**src/rtl/fpdram_pkg.sv**
```systemverilog
package fpdram_pkg;
   typedef enum logic [2:0] {
      ST_IDLE, ST_ACT, ST_CSET, ST_COL, ST_CPRE, ST_OPEN, ST_PRE, ST_REF
   } fp_state_e;

   function automatic int imax(input int a, input int b);
      return (a > b) ? a : b;
   endfunction
endpackage

```
**src/rtl/fpdram_timer.sv**
```systemverilog
module fpdram_timer #(
   parameter int W = 4
) (
   input  logic         clk,
   input  logic         rst_n,
   input  logic         load,
   input  logic [W-1:0] load_val,
   output logic         done
);
   logic [W-1:0] cnt_q;

   always_ff @(posedge clk or negedge rst_n) begin
      if (!rst_n)            cnt_q <= '0;
      else if (load)         cnt_q <= load_val;
      else if (cnt_q != '0)  cnt_q <= cnt_q - 1'b1;
   end

   assign done = (cnt_q == '0);
endmodule

```
**src/rtl/fpdram_age.sv**
```systemverilog
module fpdram_age #(
   parameter int LIMIT = 12
) (
   input  logic clk,
   input  logic rst_n,
   input  logic run,
   output logic reached
);
   localparam int W = $clog2(LIMIT + 1);
   logic [W-1:0] age_q;

   always_ff @(posedge clk or negedge rst_n) begin
      if (!rst_n)                    age_q <= '0;
      else if (!run)                 age_q <= '0;
      else if (age_q != W'(LIMIT))   age_q <= age_q + 1'b1;
   end

   // rising edge on the next clock gives a low time of age_q + 1 cycles
   assign reached = (32'(age_q) + 1 >= LIMIT);
endmodule

```
**src/rtl/fpdram_lane.sv**
```systemverilog
module fpdram_lane (
   input  logic       clk,
   input  logic       rst_n,
   input  logic       cas_on,
   input  logic       lane_en,
   input  logic       capture,
   input  logic [7:0] dq_byte,
   output logic       cas_n,
   output logic [7:0] rd_byte
);
   always_ff @(posedge clk or negedge rst_n) begin
      if (!rst_n) begin
         cas_n   <= 1'b1;
         rd_byte <= '0;
      end else begin
         cas_n <= !(cas_on && lane_en);
         if (capture) rd_byte <= lane_en ? dq_byte : 8'h00;
      end
   end
endmodule

```
**src/rtl/fpdram_ctrl.sv**
```systemverilog
module fpdram_ctrl
   import fpdram_pkg::*;
#(
   parameter int ADDR_W    = 19,
   parameter int ROW_W     = 10,
   parameter int DATA_W    = 16,
   parameter int T_RAS_CYC = 12,
   parameter int T_RP_CYC  = 8,
   parameter int T_RCD_CYC = 6,
   parameter int T_RAH_CYC = 2,
   parameter int T_CAS_CYC = 3,
   parameter int T_CAH_CYC = 2,
   parameter int T_CP_CYC  = 2,
   parameter int T_CAA_CYC = 6,
   parameter int T_RAC_CYC = 12,
   localparam int COL_W  = ADDR_W - ROW_W,
   localparam int LANES  = DATA_W / 8,
   localparam int AMUX_W = (ROW_W > COL_W) ? ROW_W : COL_W
) (
   input  logic              clk,
   input  logic              rst_n,
   input  logic              req_valid,
   output logic              req_ready,
   input  logic [ADDR_W-1:0] req_addr,
   input  logic              req_write,
   input  logic [LANES-1:0]  req_be,
   input  logic [DATA_W-1:0] req_wdata,
   output logic              rsp_valid,
   output logic [DATA_W-1:0] rsp_rdata,
   input  logic              ref_req,
   output logic              ref_ack,
   output logic              dram_ras_n,
   output logic [LANES-1:0]  dram_cas_n,
   output logic              dram_we_n,
   output logic              dram_oe_n,
   output logic [AMUX_W-1:0] dram_addr,
   output logic [DATA_W-1:0] dram_dq_out,
   output logic              dram_dq_oe,
   input  logic [DATA_W-1:0] dram_dq_in
);
   localparam int T_RD_CYC = imax(T_CAS_CYC, T_CAA_CYC);
   localparam int T_MAX    = imax(imax(T_RP_CYC, T_RD_CYC), imax(T_CP_CYC, T_RCD_CYC));
   localparam int CNT_W    = $clog2(T_MAX + 1);

   initial begin
      assert (DATA_W % 8 == 0) else $error("DATA_W must be whole bytes");
      assert (T_RCD_CYC >= 2) else $error("T_RCD_CYC below 2");
      assert (T_RCD_CYC - 1 >= T_RAH_CYC) else $error("row hold not met");
      assert (T_CAS_CYC >= T_CAH_CYC) else $error("column hold not met");
      assert (T_RCD_CYC + T_RD_CYC >= T_RAC_CYC) else $error("row access not met");
      assert (T_CP_CYC >= 1 && T_RP_CYC >= 1) else $error("precharge below 1");
   end

   fp_state_e state, nxt;
   logic [ROW_W-1:0]  req_row, row_q;
   logic [COL_W-1:0]  req_col, col_q;
   logic [LANES-1:0]  be_q;
   logic              wr_q, accept, hit, op_wr, t_ld, t_done, age_ok, capture, in_col;
   logic [CNT_W-1:0]  t_val;
   logic              ras_n_q, we_n_q, oe_n_q, dq_oe_q, rsp_q;
   logic [AMUX_W-1:0] addr_q;
   logic [DATA_W-1:0] wdata_q;

   assign req_row = req_addr[ADDR_W-1 -: ROW_W];
   assign req_col = req_addr[COL_W-1:0];
   assign hit     = (req_row == row_q);

   always_comb begin
      req_ready = !ref_req && ((state == ST_IDLE) || (state == ST_OPEN && hit));
      accept    = req_valid && req_ready;
      op_wr     = accept ? req_write : wr_q;
      nxt       = state;
      t_ld      = 1'b0;
      t_val     = '0;
      unique case (state)
         ST_IDLE: if (ref_req) nxt = ST_REF;
                  else if (accept) begin
                     nxt = ST_ACT; t_ld = 1'b1; t_val = CNT_W'(T_RCD_CYC - 2);
                  end
         ST_ACT:  if (t_done) nxt = ST_CSET;
         ST_CSET: begin
                     nxt = ST_COL; t_ld = 1'b1;
                     t_val = wr_q ? CNT_W'(T_CAS_CYC - 1) : CNT_W'(T_RD_CYC - 1);
                  end
         ST_COL:  if (t_done) begin
                     nxt = ST_CPRE; t_ld = 1'b1; t_val = CNT_W'(T_CP_CYC - 1);
                  end
         ST_CPRE: if (t_done) nxt = ST_OPEN;
         ST_OPEN: if (accept) nxt = ST_CSET;
                  else if ((ref_req || req_valid) && age_ok) begin
                     nxt = ST_PRE; t_ld = 1'b1; t_val = CNT_W'(T_RP_CYC - 1);
                  end
         ST_PRE:  if (t_done) nxt = ST_IDLE;
         ST_REF:  if (!ref_req) nxt = ST_IDLE;
         default: nxt = ST_IDLE;
      endcase
   end

   assign in_col  = (nxt == ST_CSET) || (nxt == ST_COL);
   assign capture = (state == ST_COL) && t_done && !wr_q;

   fpdram_timer #(.W(CNT_W)) timer_i (
      .clk(clk), .rst_n(rst_n), .load(t_ld), .load_val(t_val), .done(t_done));

   fpdram_age #(.LIMIT(T_RAS_CYC)) age_i (
      .clk(clk), .rst_n(rst_n), .run(!ras_n_q), .reached(age_ok));

   always_ff @(posedge clk or negedge rst_n) begin
      if (!rst_n) begin
         state   <= ST_IDLE;
         row_q   <= '0;  col_q <= '0;  be_q <= '0;  wr_q <= 1'b0;
         wdata_q <= '0;  addr_q <= '0;
         ras_n_q <= 1'b1; we_n_q <= 1'b1; oe_n_q <= 1'b1;
         dq_oe_q <= 1'b0; rsp_q <= 1'b0;
      end else begin
         state <= nxt;
         if (accept) begin
            wr_q    <= req_write;
            be_q    <= req_be;
            wdata_q <= req_wdata;
            col_q   <= req_col;
            if (state == ST_IDLE) row_q <= req_row;
         end
         ras_n_q <= !(nxt inside {ST_ACT, ST_CSET, ST_COL, ST_CPRE, ST_OPEN});
         we_n_q  <= !(in_col && op_wr);
         oe_n_q  <= !(in_col && !op_wr);
         dq_oe_q <= in_col && op_wr;
         rsp_q   <= capture;
         if (accept && state == ST_IDLE) addr_q <= AMUX_W'(req_row);
         else if (nxt == ST_CSET)         addr_q <= AMUX_W'(accept ? req_col : col_q);
      end
   end

   for (genvar i = 0; i < LANES; i++) begin : g_lane
      fpdram_lane lane_i (
         .clk(clk), .rst_n(rst_n), .cas_on(nxt == ST_COL), .lane_en(be_q[i]),
         .capture(capture), .dq_byte(dram_dq_in[8*i +: 8]),
         .cas_n(dram_cas_n[i]), .rd_byte(rsp_rdata[8*i +: 8]));
   end

   assign ref_ack     = (state == ST_REF);
   assign rsp_valid   = rsp_q;
   assign dram_ras_n  = ras_n_q;
   assign dram_we_n   = we_n_q;
   assign dram_oe_n   = oe_n_q;
   assign dram_addr   = addr_q;
   assign dram_dq_out = wdata_q;
   assign dram_dq_oe  = dq_oe_q;
endmodule

```
**config.mk**
```make
export PLATFORM = sky130hd
export DESIGN_NAME = fpdram_ctrl
export DESIGN_NICKNAME = d
export VERILOG_FILES = /design/src/rtl/fpdram_pkg.sv /design/src/rtl/fpdram_timer.sv /design/src/rtl/fpdram_age.sv /design/src/rtl/fpdram_lane.sv /design/src/rtl/fpdram_ctrl.sv
export SDC_FILE = /design/constraint.sdc
export NUM_CORES = 1
export LEC_CHECK = 0
export ABC_AREA = 1
export BUFFER_PORTS_ARGS = -buffer_cell sky130_fd_sc_hd__buf_2
export CORE_MARGIN = 2
export CORE_UTILIZATION = 56
export CTS_CLUSTER_SIZE = 10
export DETAILED_ROUTE_END_ITERATION = 10
export HOLD_SLACK_MARGIN = 0.15
export PLACE_DENSITY = 0.86
export SYNTH_ARGS = -nofsm -noshare
export SYNTH_HDL_FRONTEND = slang
export SYNTH_HIERARCHICAL = 1
export SYNTH_SLANG_ARGS = --single-unit
```
**constraint.sdc**
```tcl
create_clock -name clk -period 3.45 [get_ports clk]
set_input_delay 0.1725 -clock clk [delete_from_list [all_inputs] [get_ports clk]]
set_output_delay 0.1725 -clock clk [all_outputs]
set_load 0.1 [all_outputs]
```
==> results of run 1 <==
[worst max-delay path by stage]
stage,to,startpoint,cells after the start,slack (ns)
2_1_floorplan,timer_i/cnt_q[0],state[0],14,1.41
4_1_cts,timer_i/cnt_q[1],state[0],13,0.76
3_5_place_dp,timer_i/cnt_q[1],state[0],13,0.76
6_report,timer_i/cnt_q[1],state[0],13,0.75
3_3_place_gp,timer_i/cnt_q[1],state[0],13,0.90
5_1_grt,timer_i/cnt_q[1],state[0],13,0.46
[kinds of logic (layout without fill, tap and decap cells)]
family	Yosys count	in the layout	share of synthesized area (%)
adder cells (fa/ha/maj)	3	3	0.974
other	1	1	0.0973
flip-flops	82	82	53.4
AO/OA/AOI/OAI	31	31	5.55
multiplexers	18	18	5.26
buffers and inverters	67	234	7.21
XOR/XNOR	1	1	0.227
AND/OR/NAND/NOR	245	245	27.3
[placed cells by master (no fill, tap or decap), drive strengths merged]
cell         instances
nor3                 1
nor2                20
dlygate4sd3         54
clkinvlp             1
mux2                18
dfstp                5
o211ai               1
inv                 52
xnor2                1
nand4                2
a2111oi              1
ha                   3
o21ai               21
clkbuf              10
a21oi                5
clkinv               6
buf                111
nand3b               1
conb                 1
o21bai               2
a311oi               1
nand3               50
dfrtp               77
nand2              171
[flip-flops by register name (all words and copies together), names as in the netlist]
register,flops
dram_oe_n,1
g_lane.lane_i/rd_byte,16
rsp_valid,1
dram_dq_oe,1
be_q,2
col_q,9
g_lane.lane_i/cas_n,2
timer_i/cnt_q,4
state,3
dram_we_n,1
row_q,10
age_i/age_q,4
dram_dq_out,16
dram_ras_n,1
wr_q,1
dram_addr,10
[cell type report]
cell class	instances	area (um^2)
Clock buffer	10	128
Multi-Input combinational cell	299	1520
Timing Repair Buffer	165	1110
Tap cell	80	100
Clock inverter	6	43.8
Fill cell	466	1570
Sequential cell	82	2060
Inverter	53	199
[worst max-delay path, cell delays in order (launching register included)]
cell and delay (ns):
dfrtp_1 0.54, nand2_4 0.11, nor2_8 0.14, nand2_1 0.07
nor2_1 0.10, nand3_1 0.07, nand2_1 0.27, nand2_2 0.34
nand3b_1 0.26, nand4_1 0.23, inv_1 0.20, nand3_2 0.12
nand2_1 0.07, o21ai_0 0.08
[synthesized netlist by cell type, types with 4 or more instances]
cell type	count
nand2_1	167
dfrtp_1	77
inv_1	47
nand3_1	47
o21ai_0	20
mux2_2	18
nor2_1	16
buf_2	6
dfstp_2	5
inv_2	5
clkbuf_1	4
[metrics by stage]
step | setup slack, ns | instances
2_1_floorplan | 1.41 | 448
3_3_place_gp | 0.902 | 625
3_5_place_dp | 0.761 | 625
4_1_cts | 0.758 | 695
5_1_grt | 0.459 | 695
6_report | 0.747 | 695
[routing by layer]
metal | vias up | track usage, % | part of all wire [%]
met1 | 1633 | 32.1 | 41
met5 | - | 0 | 0
met4 | 0 | 9.52 | 1.7
met2 | 128 | 47.1 | 51
met3 | 17 | 4.93 | 6.2
li1 | 1727 | - | -
==> impl_metrics.py, run 1 <==
metrics = {
    "logic_synthesis": {
        "ys_types": 36,
        "synth_fp_nets": 509,
        "seq_area_frac_synth_pct": 53.4,
        "synth_area_leaders": "dfrtp_1 50%, nand2_1 16%, nand3_1 6.1%",
        "netlist.area_leader.share_pct": 50.0,
        "ys_seq_elements": 82,
        "syn_avg_cell_area_um2": 8.60,
        "synth_edf_count": 0,
        "syn_area_um2": 3850,
        "postSynthCellCount": 448,
        "yosys.area.top_type": "dfrtp_1",
        "yosys_warnings": 6,
        "synthArstFlopShare_pct": 100,
        "synthFlopType": "dfrtp_1",
    },
    "setup_path": {
        "worstPathMaxFanout": 18,
        "reg2reg_depth": 13,
        "startpoint_type": "register",
        "crit_required_ns": 3.69,
        "r2r-start": "state[0]",
        "end_kind": "register",
        "cp.arrival_ns": 2.94,
        "critPathKind": "reg2reg",
        "reg2reg_to": "timer_i/cnt_q[1]",
        "r2r_slack_ns": 0.75,
    },
    "placed_design": {
        "port_buffers": 108,
        "gp_congestion": 0.837,
        "hpwlAfterDp_mm": 6.14,
        "detailed_place.area_um2": 4440,
    },
    "worst_hold_path": {
        "worstHoldStart": "req_valid",
        "holdPathEnd": "col_q[7]",
        "holdPathStages": 3,
        "hold_path.class": "in2reg",
    },
    "routing": {
        "drt_iter0_drc": 171,
        "vias": 3505,
        "ant_nets": 0,
        "detail_route.wl_per_cell_um": 13.7,
        "drt_wl_total_mm": 9.50,
        "drc": 0,
        "routed_via_density": 5.04,
        "drt_pre_antenna_iters": 5,
    },
    "global_routing": {
        "grt_first_pass_wirelength_mm": 15.6,
        "grt_pass1_vias": 3454,
        "grt_util_all_layers_pct": 26.5,
        "antenna_found_initial": 0,
        "grt-ovfl-total": 0,
        "grt_start_max_net_pins": 83,
    },
    "sta": {
        "hold_viol": 0,
        "slew_headroom_pct": 34.4,
        "fin_hold_ws_ns": 0.216,
        "fmax_ghz": 0.370,
        "drv_slew": 0,
        "fin_worst_skew_ns": 0.0113,
        "finalSetupViolCount": 0,
        "tightest_slew_ns": 0.984,
        "tns_ns": 0,
        "rsz0062_at_grt": "no",
        "finalCritPeriodShare_pct": 78.4,
        "finalCriticalPeriod_ns": 2.70,
    },
    "clocking": {
        "cts_tree": "built",
        "cts_sinks": 82,
        "insertion_delay_ns": 0.36,
        "cts_resized": 0,
        "postCtsHoldBufs": 54,
        "postCtsSetupRepairBufs": 0,
        "clock_path_buffers": 2,
        "htreeDepth": 3,
        "cts_buffers": 9,
        "path_clk_slew_ns": 0.08,
        "cts_root_buf": "clkbuf_8",
    },
    "die": {
        "die_h_um": 87.0,
        "core_um2": 6720,
        "die_area_um2": 7560,
        "initial_core_util_pct": 57.4,
        "io_pins": 109,
        "die_w_um": 87.0,
        "rows": 30,
    },
    "finish": {
        "drive_above_1_share_pct": 27.6,
        "n_antenna_cell": 0,
        "final_core_util_pct": 76.7,
        "fin_nets": 671,
        "final_cell_area_um2": 5150,
        "area_growth_pct": 33.7,
    },
    "run": {
        "maxCapViolCount": 0,
    },
    "status": {
        "status": "complete, no violations",
    },
}
Power of run 1 is not shown: default switching activity piles up to over one toggle a cycle in this logic, so the estimate is an artifact.
==> run 2, diff against run 1 <==
--- a/config.mk
+++ b/config.mk
@@ -8,11 +8,11 @@
 export ABC_AREA = 1
 export BUFFER_PORTS_ARGS = -buffer_cell sky130_fd_sc_hd__buf_2
 export CORE_MARGIN = 2
-export CORE_UTILIZATION = 56
+export CORE_UTILIZATION = 52
 export CTS_CLUSTER_SIZE = 10
 export DETAILED_ROUTE_END_ITERATION = 10
 export HOLD_SLACK_MARGIN = 0.15
-export PLACE_DENSITY = 0.86
+export PLACE_DENSITY = 0.81
 export SYNTH_ARGS = -nofsm -noshare
 export SYNTH_HDL_FRONTEND = slang
 export SYNTH_HIERARCHICAL = 1
==> constraint.sdc (replaced) <==
create_clock -name clk -period 2.55 [get_ports clk]
set_input_delay 0.1275 -clock clk [delete_from_list [all_inputs] [get_ports clk]]
set_output_delay 0.1275 -clock clk [all_outputs]
set_load 0.1 [all_outputs]
==> impl_metrics.py, run 2 (synthesis gave the netlist of run 1 again) <==
metrics = {
    "finish": {
        "final_cell_area_um2": 5270,
        "stdcell_count": 718,
        "n_antenna_cell": 0,
        "drive_above_1_share_pct": 27.9,
        "fillers": 526,
        "area_growth_pct": 36.7,
        "mostFrequentLayoutCells": "167 x nand2_1, 107 x buf_2, 77 x dfrtp_1",
        "fin_nets": 675,
        "final_common_cell": "nand2_1",
        "final_core_util_pct": 73.0,
    },
    "clocking": {
        "clock_path_buffers": 2,
        "path_clk_slew_ns": 0.08,
        "insertion_delay_ns": 0.34,
        "htreeDepth": 3,
        "cts_sinks": 82,
        "cts_buffers": 9,
        "cts_tree": "built",
        "cts_root_buf": "clkbuf_8",
        "cts_resized": 0,
    },
    "setup_path": {
        "cp.buffers_inverters": 2,
        "worstPathMaxFanout": 10,
        "startpoint_type": "register",
        "cp.arrival_ns": 2.51,
        "cp_common_cell": "nand2_1",
        "path_delay_family": "compound AO/OA/AOI/OAI gates",
        "critPathKind": "reg2reg",
        "cp_cell_sequence": "inv_1 -> ha_1 -> nand2_1 -> inv_1 -> a21oi_1 -> a311oi_1 -> nand2_1 -> o21ai_1 -> nand3_2 -> nand3_1 -> nand2_1",
        "end_kind": "register",
        "crit_required_ns": 2.79,
        "crit_path_max_incr_delay_ns": 0.43,
        "cp_slowest_cell": "a311oi_1",
    },
    "die": {
        "initial_core_util_pct": 53.4,
        "die_w_um": 90.1,
        "die_h_um": 90.1,
        "core_um2": 7210,
        "rows": 31,
        "die_area_um2": 8120,
        "io_pins": 109,
    },
    "sta": {
        "finalSetupViolCount": 0,
        "fin_worst_skew_ns": 0.00973,
        "hold_viol": 0,
        "finalCritPeriodShare_pct": 88.7,
        "slew_headroom_pct": 32.6,
        "drv_slew": 0,
        "tightest_slew_ns": 1.01,
        "tns_ns": 0,
        "finalCriticalPeriod_ns": 2.26,
        "fmax_ghz": 0.442,
        "rsz0062_at_grt": "no",
    },
    "routing": {
        "drt_wl_total_mm": 9.60,
        "routed_via_density": 4.92,
        "drc": 0,
        "vias": 3534,
        "ant_nets": 0,
        "drt_iter0_drc": 167,
        "detail_route.wl_per_cell_um": 13.4,
        "drt_pre_antenna_iters": 4,
    },
    "run": {
        "maxCapViolCount": 0,
    },
    "global_routing": {
        "grt_first_pass_wirelength_mm": 15.9,
        "grt-ovfl-total": 0,
        "grt_pass1_vias": 3373,
        "grt_start_max_net_pins": 83,
        "grt_util_all_layers_pct": 24.3,
        "antenna_found_initial": 0,
    },
    "placed_design": {
        "hpwlAfterDp_mm": 6.07,
        "port_buffers": 108,
        "detailed_place.area_um2": 4490,
        "gp_congestion": 0.845,
        "dp.cells": 647,
    },
    "status": {
        "status": "complete, no violations",
    },
    "worst_hold_path": {
        "hold_path.class": "in2reg",
    },
}
run 2: stage by stage:
step	worst slack [ns]	hold WS, ns
CTS	0.298	0.183
global placement	0.416	0.354
finish	0.288	0.205
global route	0.0911	0.207
floorplan	0.506	-0.168
detailed placement	0.330	0.362
run 2: worst reg2reg max path, cell delays in order (launching register included):
cell,delay (ns)
dfrtp_1,0.39
inv_1,0.11
ha_1,0.23
nand2_1,0.09
inv_1,0.10
a21oi_1,0.14
a311oi_1,0.43
nand2_1,0.09
o21ai_1,0.11
nand3_2,0.25
nand3_1,0.16
nand2_1,0.06
run 2: path summary, 6_finish.rpt:
path | from | to | slack, ns | cells past startpoint
worst max-delay path | timer_i/cnt_q[0] | dram_addr[8] | 0.29 | 11
worst min-delay path | ref_req | state[1] | 0.20 | 3
worst max register to register | timer_i/cnt_q[0] | dram_addr[8] | 0.29 | 11
worst min register to register | col_q[2] | col_q[2] | 0.48 | 2
max in group asynchronous | rst_n | row_q[4] | 1.40 | 2
min in group asynchronous | rst_n | g_lane[0].lane_i/rd_byte[2] | 0.51 | 2
run 2: per-layer routing:
metal  up-vias  GRT usage (%)  wire length, um
met2       139           42.5             4720
met5         -              0                0
met3         8           3.35              582
met1      1647           31.6             4220
li1       1740              -                -
met4         0           7.05               79
run 2: layout make-up:
class | instances | area (um^2) | share of cell area [%]
clock inverters | 4 | 73.8 | 1.40
well taps | 99 | 124 | 2.35
repair buffers | 169 | 1140 | 21.6
multi-input cells | 299 | 1520 | 28.8
clock buffers | 12 | 155 | 2.95
inverters | 53 | 199 | 3.78
flip-flops and latches | 82 | 2060 | 39.1
run 2: what timing repair did:
action / CTS / global route
hold endpoints to repair: 140 / 0
setup buffers: 0 / 0
hold buffers: 55 / 0
Power of run 2 is left out for the same reason.
==> run 3, diff against run 2 <==
--- a/config.mk
+++ b/config.mk
@@ -7,8 +7,8 @@
 export LEC_CHECK = 0
 export ABC_AREA = 1
 export BUFFER_PORTS_ARGS = -buffer_cell sky130_fd_sc_hd__buf_2
-export CORE_MARGIN = 2
 export CORE_UTILIZATION = 52
+export CTS_CLUSTER_DIAMETER = 100
 export CTS_CLUSTER_SIZE = 10
 export DETAILED_ROUTE_END_ITERATION = 10
 export HOLD_SLACK_MARGIN = 0.15
==> impl_metrics.py, run 3 (synthesis gave the netlist of run 1 again) <==
metrics = {
    "status": {
        "status": "complete, no violations",
    },
    "setup_path": {
        "r2r-start": "timer_i/cnt_q[0]",
        "crit_required_ns": 2.80,
        "startpoint": "timer_i/cnt_q[0]",
        "critPathKind": "reg2reg",
        "cp.arrival_ns": 2.55,
        "worstPathMaxFanout": 10,
        "end_kind": "register",
        "r2r_slack_ns": 0.25,
        "startpoint_type": "register",
        "reg2reg_depth": 11,
    },
    "placed_design": {
        "detailed_place.area_um2": 4490,
        "hpwlAfterDp_mm": 6.05,
        "gp_congestion": 0.826,
        "port_buffers": 108,
    },
    "finish": {
        "fillers": 516,
        "mostFrequentLayoutCells": "167 x nand2_1, 107 x buf_2, 77 x dfrtp_1",
        "multi_input_area_um2": 1520,
        "fin_nets": 675,
        "n_antenna_cell": 0,
        "drive_above_1_share_pct": 27.8,
        "final_cell_area_um2": 5250,
        "area_growth_pct": 36.2,
        "final_core_util_pct": 72.8,
        "final_common_cell": "nand2_1",
        "seqCellArea_um2": 2060,
    },
    "global_routing": {
        "grt_pass1_vias": 3597,
        "antenna_found_initial": 0,
        "grt_first_pass_wirelength_mm": 16.2,
        "grt_util_all_layers_pct": 27.6,
        "grt_start_max_net_pins": 83,
        "grt-ovfl-total": 0,
    },
    "die": {
        "core_um2": 7210,
        "die_w_um": 88.1,
        "initial_core_util_pct": 53.4,
        "rows": 31,
        "die_h_um": 88.1,
        "die_area_um2": 7760,
        "io_pins": 109,
    },
    "sta": {
        "fin_worst_skew_ns": 0.0145,
        "fmax_ghz": 0.435,
        "tightest_slew_ns": 1.01,
        "finalSetupViolCount": 0,
        "slew_headroom_pct": 32.5,
        "tns_ns": 0,
        "finalCritPeriodShare_pct": 90.1,
        "hold_viol": 0,
        "drv_slew": 0,
        "finalCriticalPeriod_ns": 2.30,
        "rsz0062_at_grt": "no",
    },
    "clocking": {
        "cts_root_buf": "clkbuf_8",
        "cts_tree": "built",
        "cts_buffers": 9,
        "path_clk_slew_ns": 0.09,
        "insertion_delay_ns": 0.36,
        "htreeDepth": 3,
        "postCtsSetupRepairBufs": 0,
        "clock_path_buffers": 2,
        "cts_sinks": 82,
    },
    "worst_hold_path": {
        "holdPathStages": 3,
        "worstHoldStart": "ref_req",
        "hold_path.class": "in2reg",
    },
    "run": {
        "maxCapViolCount": 0,
    },
    "routing": {
        "drt_pre_antenna_iters": 4,
        "drt_wl_total_mm": 9.99,
        "routed_via_density": 4.95,
        "drc": 0,
        "detail_route.wl_per_cell_um": 13.9,
        "drt_iter0_drc": 140,
        "ant_nets": 0,
        "vias": 3556,
    },
}
[run 3: cell types whose count changed in the layout (fill, tap and decap cells not counted)]
| cell | previous run | this run |
|---|---|---|
| clkbuf_8 | 11 | 9 |
| clkbuf_1 | 1 | 2 |
| clkinvlp_4 | 0 | 1 |
[run 3: worst max-delay path: stages, from the launching register on]
cell and delay [ns]:
dfrtp_1 0.38, inv_1 0.14, ha_1 0.24, nand2_1 0.08, inv_1 0.09, a21oi_1 0.14
a311oi_1 0.47, nand2_1 0.12, o21ai_1 0.12, nand3_2 0.21, nand3_1 0.13, nand2_1 0.06
[run 3: what timing repair did]
| action | in CTS | in global routing |
|---|---|---|
| hold buffers | 55 | 0 |
| gates resized for setup | 0 | 0 |
| endpoints found under the hold margin | 139 | 0 |
[run 3: worst paths after layout]
path                                     end
worst max register to register  dram_addr[7]
worst min-delay path                state[2]
min in group asynchronous       dram_addr[8]
worst min register to register      col_q[7]
worst max-delay path            dram_addr[7]
max in group asynchronous           col_q[4]
[run 3: layout make-up]
type | instances | area share (%)
Clock inverter | 5 | 1.55
Tap cell | 99 | 2.36
Inverter | 53 | 3.79
Multi-Input combinational cell | 299 | 28.9
Clock buffer | 11 | 2.50
Timing Repair Buffer | 169 | 21.7
Sequential cell | 82 | 39.2
[run 3: layer usage]
metal	vias to the layer above	part of all wire, %	wire length [um]	global-route usage (%)
li1	1736	-	-	-
met1	1630	42	4150	33.3
met2	164	48	4840	48.3
met3	26	7.5	746	5.00
met4	0	2.5	253	12.9
met5	-	0	0	0
[run 3: through the flow]
stage | instances | setup WS [ns] | hold slack [ns]
global route | 718 | 0.0675 | 0.165
global placement | 647 | 0.434 | 0.351
finish | 718 | 0.254 | 0.166
CTS | 718 | 0.251 | 0.159
detailed placement | 647 | 0.265 | 0.358
floorplan | 448 | 0.506 | -0.168
Power of run 3 is left out for the same reason.
